===== src/rtl/sndbus_pkg.sv =====
package sndbus_pkg;

    localparam int BYTE_W = 8;
    localparam int FN_W   = 2;
    localparam int SH_W   = BYTE_W - FN_W;

    // parallel-port register addresses
    localparam logic [1:0] PORT_DATA = 2'd0;
    localparam logic [1:0] PORT_CTRL = 2'd2;
    localparam logic [1:0] PORT_CFG  = 2'd3;

    // configure words: data port as output / as input, others fixed
    localparam logic [BYTE_W-1:0] CFG_DATA_OUT = 8'h82;
    localparam logic [BYTE_W-1:0] CFG_DATA_IN  = 8'h92;

    typedef enum logic [FN_W-1:0] {
        FN_IDLE  = 2'b00,
        FN_READ  = 2'b01,
        FN_WRITE = 2'b10,
        FN_LATCH = 2'b11
    } bus_fn_e;

    typedef enum logic [3:0] {
        ST_IDLE,
        ST_SEL_A,
        ST_SEL_FN,
        ST_SEL_OFF,
        ST_DAT_A,
        ST_DAT_FN,
        ST_DAT_OFF,
        ST_CFG_IN,
        ST_CFG_IN_C,
        ST_RD_FN,
        ST_RD_CAP,
        ST_RD_OFF,
        ST_CFG_OUT,
        ST_CFG_OUT_C
    } step_e;

    typedef struct packed {
        logic              wr;
        logic              rd;
        logic              timed;
        logic [1:0]        addr;
        logic [BYTE_W-1:0] data;
    } port_op_t;

    typedef struct packed {
        step_e             step;
        logic              is_wr;
        logic [BYTE_W-1:0] rg;
        logic [BYTE_W-1:0] wd;
        logic [SH_W-1:0]   sh;
        logic [BYTE_W-1:0] rdat;
        logic              done;
    } seq_state_t;

endpackage


===== src/rtl/sndbus_hold_timer.sv =====
module sndbus_hold_timer #(
    parameter int W = 4
) (
    input  logic         clk,
    input  logic         rst_n,
    input  logic         run,
    input  logic [W-1:0] limit,
    output logic         first,
    output logic         expired
);

    logic [W-1:0] cnt_d, cnt_q;

    assign first   = (cnt_q == '0);
    assign expired = (cnt_q == limit);

    always_comb begin
        if (run && !expired) cnt_d = cnt_q + 1'b1;
        else                 cnt_d = '0;
    end

    always_ff @(posedge clk) begin
        if (!rst_n) cnt_q <= '0;
        else        cnt_q <= cnt_d;
    end

endmodule


===== src/rtl/sndbus_step_decode.sv =====
module sndbus_step_decode
    import sndbus_pkg::*;
(
    input  step_e             step,
    input  logic [BYTE_W-1:0] rg,
    input  logic [BYTE_W-1:0] wd,
    input  logic [SH_W-1:0]   sh,
    output port_op_t          op
);

    function automatic logic [BYTE_W-1:0] ctrl_word(input bus_fn_e fn,
                                                    input logic [SH_W-1:0] bits);
        return {fn, bits};
    endfunction

    always_comb begin
        op = '{wr: 1'b0, rd: 1'b0, timed: 1'b0, addr: PORT_DATA, data: '0};
        case (step)
            ST_SEL_A: begin
                op.wr = 1'b1; op.addr = PORT_DATA; op.data = rg;
            end
            ST_SEL_FN: begin
                op.wr = 1'b1; op.timed = 1'b1; op.addr = PORT_CTRL;
                op.data = ctrl_word(FN_LATCH, sh);
            end
            ST_DAT_A: begin
                op.wr = 1'b1; op.addr = PORT_DATA; op.data = wd;
            end
            ST_DAT_FN: begin
                op.wr = 1'b1; op.timed = 1'b1; op.addr = PORT_CTRL;
                op.data = ctrl_word(FN_WRITE, sh);
            end
            ST_RD_FN: begin
                op.wr = 1'b1; op.timed = 1'b1; op.addr = PORT_CTRL;
                op.data = ctrl_word(FN_READ, sh);
            end
            ST_CFG_IN: begin
                op.wr = 1'b1; op.addr = PORT_CFG; op.data = CFG_DATA_IN;
            end
            ST_CFG_OUT: begin
                op.wr = 1'b1; op.addr = PORT_CFG; op.data = CFG_DATA_OUT;
            end
            ST_RD_CAP: begin
                op.rd = 1'b1; op.addr = PORT_DATA;
            end
            ST_SEL_OFF, ST_DAT_OFF, ST_CFG_IN_C, ST_RD_OFF, ST_CFG_OUT_C: begin
                op.wr = 1'b1; op.addr = PORT_CTRL;
                op.data = ctrl_word(FN_IDLE, sh);
            end
            default: ;
        endcase
    end

endmodule


===== src/rtl/sndbus_seq.sv =====
module sndbus_seq
    import sndbus_pkg::*;
#(
    parameter int HOLD_W = 4
) (
    input  logic              clk,
    input  logic              rst_n,
    input  logic [HOLD_W-1:0] hold_len,
    input  logic              req_valid,
    input  logic              req_write,
    input  logic [7:0]        req_reg,
    input  logic [7:0]        req_wdata,
    input  logic [5:0]        ctl_shadow,
    output logic              busy,
    output logic              done,
    output logic [7:0]        rd_data,
    output logic              pp_wr,
    output logic              pp_rd,
    output logic [1:0]        pp_addr,
    output logic [7:0]        pp_wdata,
    input  logic [7:0]        pp_rdata
);

    localparam seq_state_t SEQ_RESET = '{
        step: ST_IDLE, is_wr: 1'b0, rg: '0, wd: '0, sh: '0, rdat: '0, done: 1'b0
    };

    seq_state_t cur_q, nxt_d;
    port_op_t   op;
    logic       hold_first, hold_done;

    sndbus_step_decode i_decode (
        .step (cur_q.step),
        .rg   (cur_q.rg),
        .wd   (cur_q.wd),
        .sh   (cur_q.sh),
        .op   (op)
    );

    sndbus_hold_timer #(.W(HOLD_W)) i_hold (
        .clk     (clk),
        .rst_n   (rst_n),
        .run     (op.timed),
        .limit   (hold_len),
        .first   (hold_first),
        .expired (hold_done)
    );

    // a timed function is written once, then held
    assign pp_wr    = op.wr & (~op.timed | hold_first);
    assign pp_rd    = op.rd;
    assign pp_addr  = op.addr;
    assign pp_wdata = op.data;

    assign busy    = (cur_q.step != ST_IDLE);
    assign done    = cur_q.done;
    assign rd_data = cur_q.rdat;

    always_comb begin
        nxt_d      = cur_q;
        nxt_d.done = 1'b0;
        case (cur_q.step)
            ST_IDLE: begin
                if (req_valid) begin
                    nxt_d.step  = ST_SEL_A;
                    nxt_d.is_wr = req_write;
                    nxt_d.rg    = req_reg;
                    nxt_d.wd    = req_wdata;
                    nxt_d.sh    = ctl_shadow;
                end
            end
            ST_SEL_A:    nxt_d.step = ST_SEL_FN;
            ST_SEL_FN:   if (hold_done) nxt_d.step = ST_SEL_OFF;
            ST_SEL_OFF:  nxt_d.step = cur_q.is_wr ? ST_DAT_A : ST_CFG_IN;
            ST_DAT_A:    nxt_d.step = ST_DAT_FN;
            ST_DAT_FN:   if (hold_done) nxt_d.step = ST_DAT_OFF;
            ST_DAT_OFF: begin
                nxt_d.step = ST_IDLE;
                nxt_d.done = 1'b1;
            end
            ST_CFG_IN:   nxt_d.step = ST_CFG_IN_C;
            ST_CFG_IN_C: nxt_d.step = ST_RD_FN;
            ST_RD_FN:    if (hold_done) nxt_d.step = ST_RD_CAP;
            ST_RD_CAP: begin
                nxt_d.rdat = pp_rdata;
                nxt_d.step = ST_RD_OFF;
            end
            ST_RD_OFF:   nxt_d.step = ST_CFG_OUT;
            ST_CFG_OUT:  nxt_d.step = ST_CFG_OUT_C;
            ST_CFG_OUT_C: begin
                nxt_d.step = ST_IDLE;
                nxt_d.done = 1'b1;
            end
            default:     nxt_d.step = ST_IDLE;
        endcase
    end

    always_ff @(posedge clk) begin
        if (!rst_n) cur_q <= SEQ_RESET;
        else        cur_q <= nxt_d;
    end

endmodule


===== config.mk =====
export PLATFORM = sky130hd
export DESIGN_NAME = sndbus_seq
export DESIGN_NICKNAME = d
export VERILOG_FILES = /design/src/rtl/sndbus_pkg.sv /design/src/rtl/sndbus_hold_timer.sv /design/src/rtl/sndbus_step_decode.sv /design/src/rtl/sndbus_seq.sv
export SDC_FILE = /design/constraint.sdc
export NUM_CORES = 1
export LEC_CHECK = 0
export BUFFER_PORTS_ARGS = -buffer_cell sky130_fd_sc_hd__buf_2
export CAP_MARGIN = 15
export CORE_ASPECT_RATIO = 1.4
export CORE_MARGIN = 10
export CORE_UTILIZATION = 45
export CTS_CLUSTER_SIZE = 20
export DETAILED_ROUTE_END_ITERATION = 8
export GPL_TIMING_DRIVEN = 0
export PLACE_DENSITY = 0.71
export SYNTH_ARGS = -nofsm -noshare
export SYNTH_HDL_FRONTEND = slang
export SYNTH_SLANG_ARGS = --single-unit

===== constraint.sdc =====
create_clock -name clk -period 3.19 [get_ports clk]
set_input_delay 0.1595 -clock clk [delete_from_list [all_inputs] [get_ports clk]]
set_output_delay 0.1595 -clock clk [all_outputs]
set_load 0.02 [all_outputs]

==> impl_results.md <==
- Post-Syn Area: between 0.0015 and 0.002 mm²
- R2R Path Start: cur_q[35]$_SDFFE_PN0P_
- CTS tree: built
- Die width: between 70 and 80 µm
- Final setup fails: 0
- Min-Delay Path Class: input port to flip-flop
- Post-synth EDFFs: 0
- Starting Density: 46.6%
- Worst-case reg-to-reg path depth: 7
- Tot Pwr: approximately 1800 µW
- Worst Hold Depth: 3
- Initial DRC Count: roughly 230
- Core area: 0.00424 mm²
- Largest area contributor in the netlist: dfxtp_1
- Ranking of synthesized cells by area: dfxtp_1 41%, nand2_1 13%, a21oi_1 8.4%, buf_4 3.8%, nor2_1 2.5%
- Post-Syn Instances: approximately 260
- DRC Markers: 0
- Pre-CTS setup slack: 1.30 ns
- Final hold viol count: 0
- WP data arrival: between 2 and 2.5 ns
- Worst Path Max Fanout: 10
- Vias per cell: between 5 and 6
- Hold endpoint: cur_q[17]$_SDFFE_PN0P_
- # resized after CTS: 0
- CTS root buf: clkbuf_8
- Cell Pwr Density: ~700 mW/mm²
- Setup Skew: 0.00419 ns
- Vias in the first global route: about 1900
- Port-buffer cells: 59
- Final wirelength: around 5200 µm
- Syn. warnings: 0
- Reg clk slew, reported paths: 0.08 ns
- Netlist cell types: 46
- Max stage delay on crit path: about 0.62 ns
- Crit share post-route: 69.5%
- Delay-heaviest family, CP: simple AND/OR/NAND/NOR gates
- CTS Hold Bufs: 0
- Setup TNS: 0 ns
- Pins over their slew limit: 0
- Max cap viols: 0
- Longest Clk Path Bufs: 2
- Num CTS Buffers: 5
- RSZ-0062 raised after global routing: no
- Largest net degree at the start of global routing: 13
- Worst r2r dst: cur_q[27]$_SDFFE_PN0P_
- Mapped Nets: between 200 and 300
- Crit path time final: ~2.2 ns
- Synth top cells by count: 66 x nand2_1, 40 x dfxtp_1, 33 x a21oi_1, 13 x nor2_1, 11 x inv_1
- Layout cells sized above 1: approximately a quarter
- CP Launch Type: flip-flop
- Clock H-tree levels: 2
- Clk sink count: 40
- Most frequent cell after synthesis: nand2_1
- N_diodes: 0
- Seq/Total Area, Yosys: approximately 41%
- First-pass GRT wire length: just under 9000 µm
- Fmax: approximately 450 MHz
- Avg Cell Area, Syn: between 7 and 8 µm²
- Die height: approximately 98 µm
- FFs w/ async S/R, synth: 0%
- Worst slew margin: 60.2%
- DP HPWL: between 4000 and 5000 µm
- # nets final: ~370
- Die Footprint: between 0.007 and 0.008 mm²
- Critical Path RT: roughly 3 ns
- Initial antenna violation count: 0
- Yosys top cell area share: 40.5%
- Total track usage: 14.1%
- Clk_lat worst skew: approximately 0.29 ns
- Crit path cell chain: buf_6 -> clkinv_1 -> nor4_1 -> a22oi_1 -> o21ai_0 -> buf_2
- Worst setup margin: 0.972 ns
- WS Path Type: flip-flop to output port
- Remaining global-route overflow: 0
- Routability congestion estimate: roughly 0.85
- DR WL/cell: about 14 µm
- Worst Tran Pin Value: ~0.6 ns
- Slowest CP cell: nor4_1
- Hold_sp: req_wdata[2]
- Worst Path Buf+Inv: 3
- DRT Pass-1 Iters: 4
- Final core occ: 57.9%
- Worst R2R Setup Slack: ~1.5 ns
- Critical path depth: 6
- Vias: approximately 2000
- Main synth FF type: dfxtp_1
- Layout fillers: 420
- Site Rows: 28
- Number of synthesized register bits: 40
- Status: completed
- Postcts setup bufs: 0
- Max VDD drop: around 0.50 mV
- CP endpoint kind: output port
- Io pins: 60
- Leak pwr: 0.00108 µW
- Post-route ant nets: 0
- Area Overhead vs Synth: 24.2%
==> layer usage <==
metal / vias to the layer above / share of wire [%] / global-route usage (%) / wire length (µm)
li1: 1006 / - / - / -
met3: 9 / 6.0 / 4.31 / 313
met4: 0 / 2.4 / 6.73 / 123
met5: - / 0 / 0 / 0
met2: 58 / 50 / 23.9 / 2620
met1: 882 / 41 / 15.6 / 2150
==> cells by family after synthesis <==
kind of cell,share of synthesized area [%]
AO/OA/AOI/OAI,22.4
flip-flops,40.5
AND/OR/NAND/NOR,22.9
adder cells (fa/ha/maj),1.27
multiplexers,0.570
buffers and inverters,9.75
XOR/XNOR,2.66
==> report_power, final <==
part / internal (µW) / switching (µW) / total, µW
clock: 232 / 175 / 407
sequential: 578 / 41.1 / 619
combinational: 272 / 455 / 727
==> cell type report <==
cell class / instances / area [µm²] / area share (%)
Timing Repair Buffer: 59 / 295 / 12.0
Tap cell: 60 / 75.1 / 3.06
Inverter: 13 / 48.8 / 1.99
Buffer: 25 / 144 / 5.86
Multi-Input combinational cell: 181 / 982 / 40.0
Clock buffer: 6 / 72.6 / 2.96
Clock inverter: 2 / 35.0 / 1.43
Sequential cell: 40 / 801 / 32.6
==> stage by stage <==
step,std cells,hold WS (ns),area [µm²]
global route,386,0.0929,2450
floorplan,259,0.295,1980
finish,386,0.0984,2450
detailed placement,378,0.407,2350
CTS,386,0.0883,2450
global placement,378,0.402,2350
==> worst min-delay path: stages <==
cell and delay, ns:
buf_2 0.09, nand2_1 0.04, a21oi_1 0.05
==> registers in the layout, indices dropped and copies added (netlist names) <==
signal,count
cur_q,27
done,1
rd_data,8
i_hold.cnt_q,4
==> how the worst max path moves through the flow <==
stage | startpoint | to | slack, ns
finish | cur_q[34]$_SDFFE_PN0P_ | pp_wdata[0] | 0.97
global route | cur_q[34]$_SDFFE_PN0P_ | pp_wdata[0] | 0.84
CTS | cur_q[34]$_SDFFE_PN0P_ | pp_wdata[0] | 0.96
detailed placement | cur_q[34]$_SDFFE_PN0P_ | pp_wdata[0] | 1.30
global placement | cur_q[34]$_SDFFE_PN0P_ | pp_wdata[3] | 1.29
floorplan | cur_q[32]$_SDFFE_PN0P_ | pp_addr[1] | 1.52
==> layout by cell type (no fill, tap or decap), drive strengths merged, types with 2 or more instances in the layout <==
master,netlist,routed
a22oi,6,6
nand2b,2,2
nor3b,2,2
buf,15,74
a21o,2,2
ha,2,2
nand3,4,4
nand2,66,66
nor2,13,13
dfxtp,40,40
inv,11,11
nor4,2,2
o21ai,10,10
o22ai,3,3
clkinv,2,3
and3,7,7
a21oi,33,33
a31oi,2,2
xor2,5,5
clkbuf,10,16
o31ai,2,2
(Power assumes the default switching activity.)
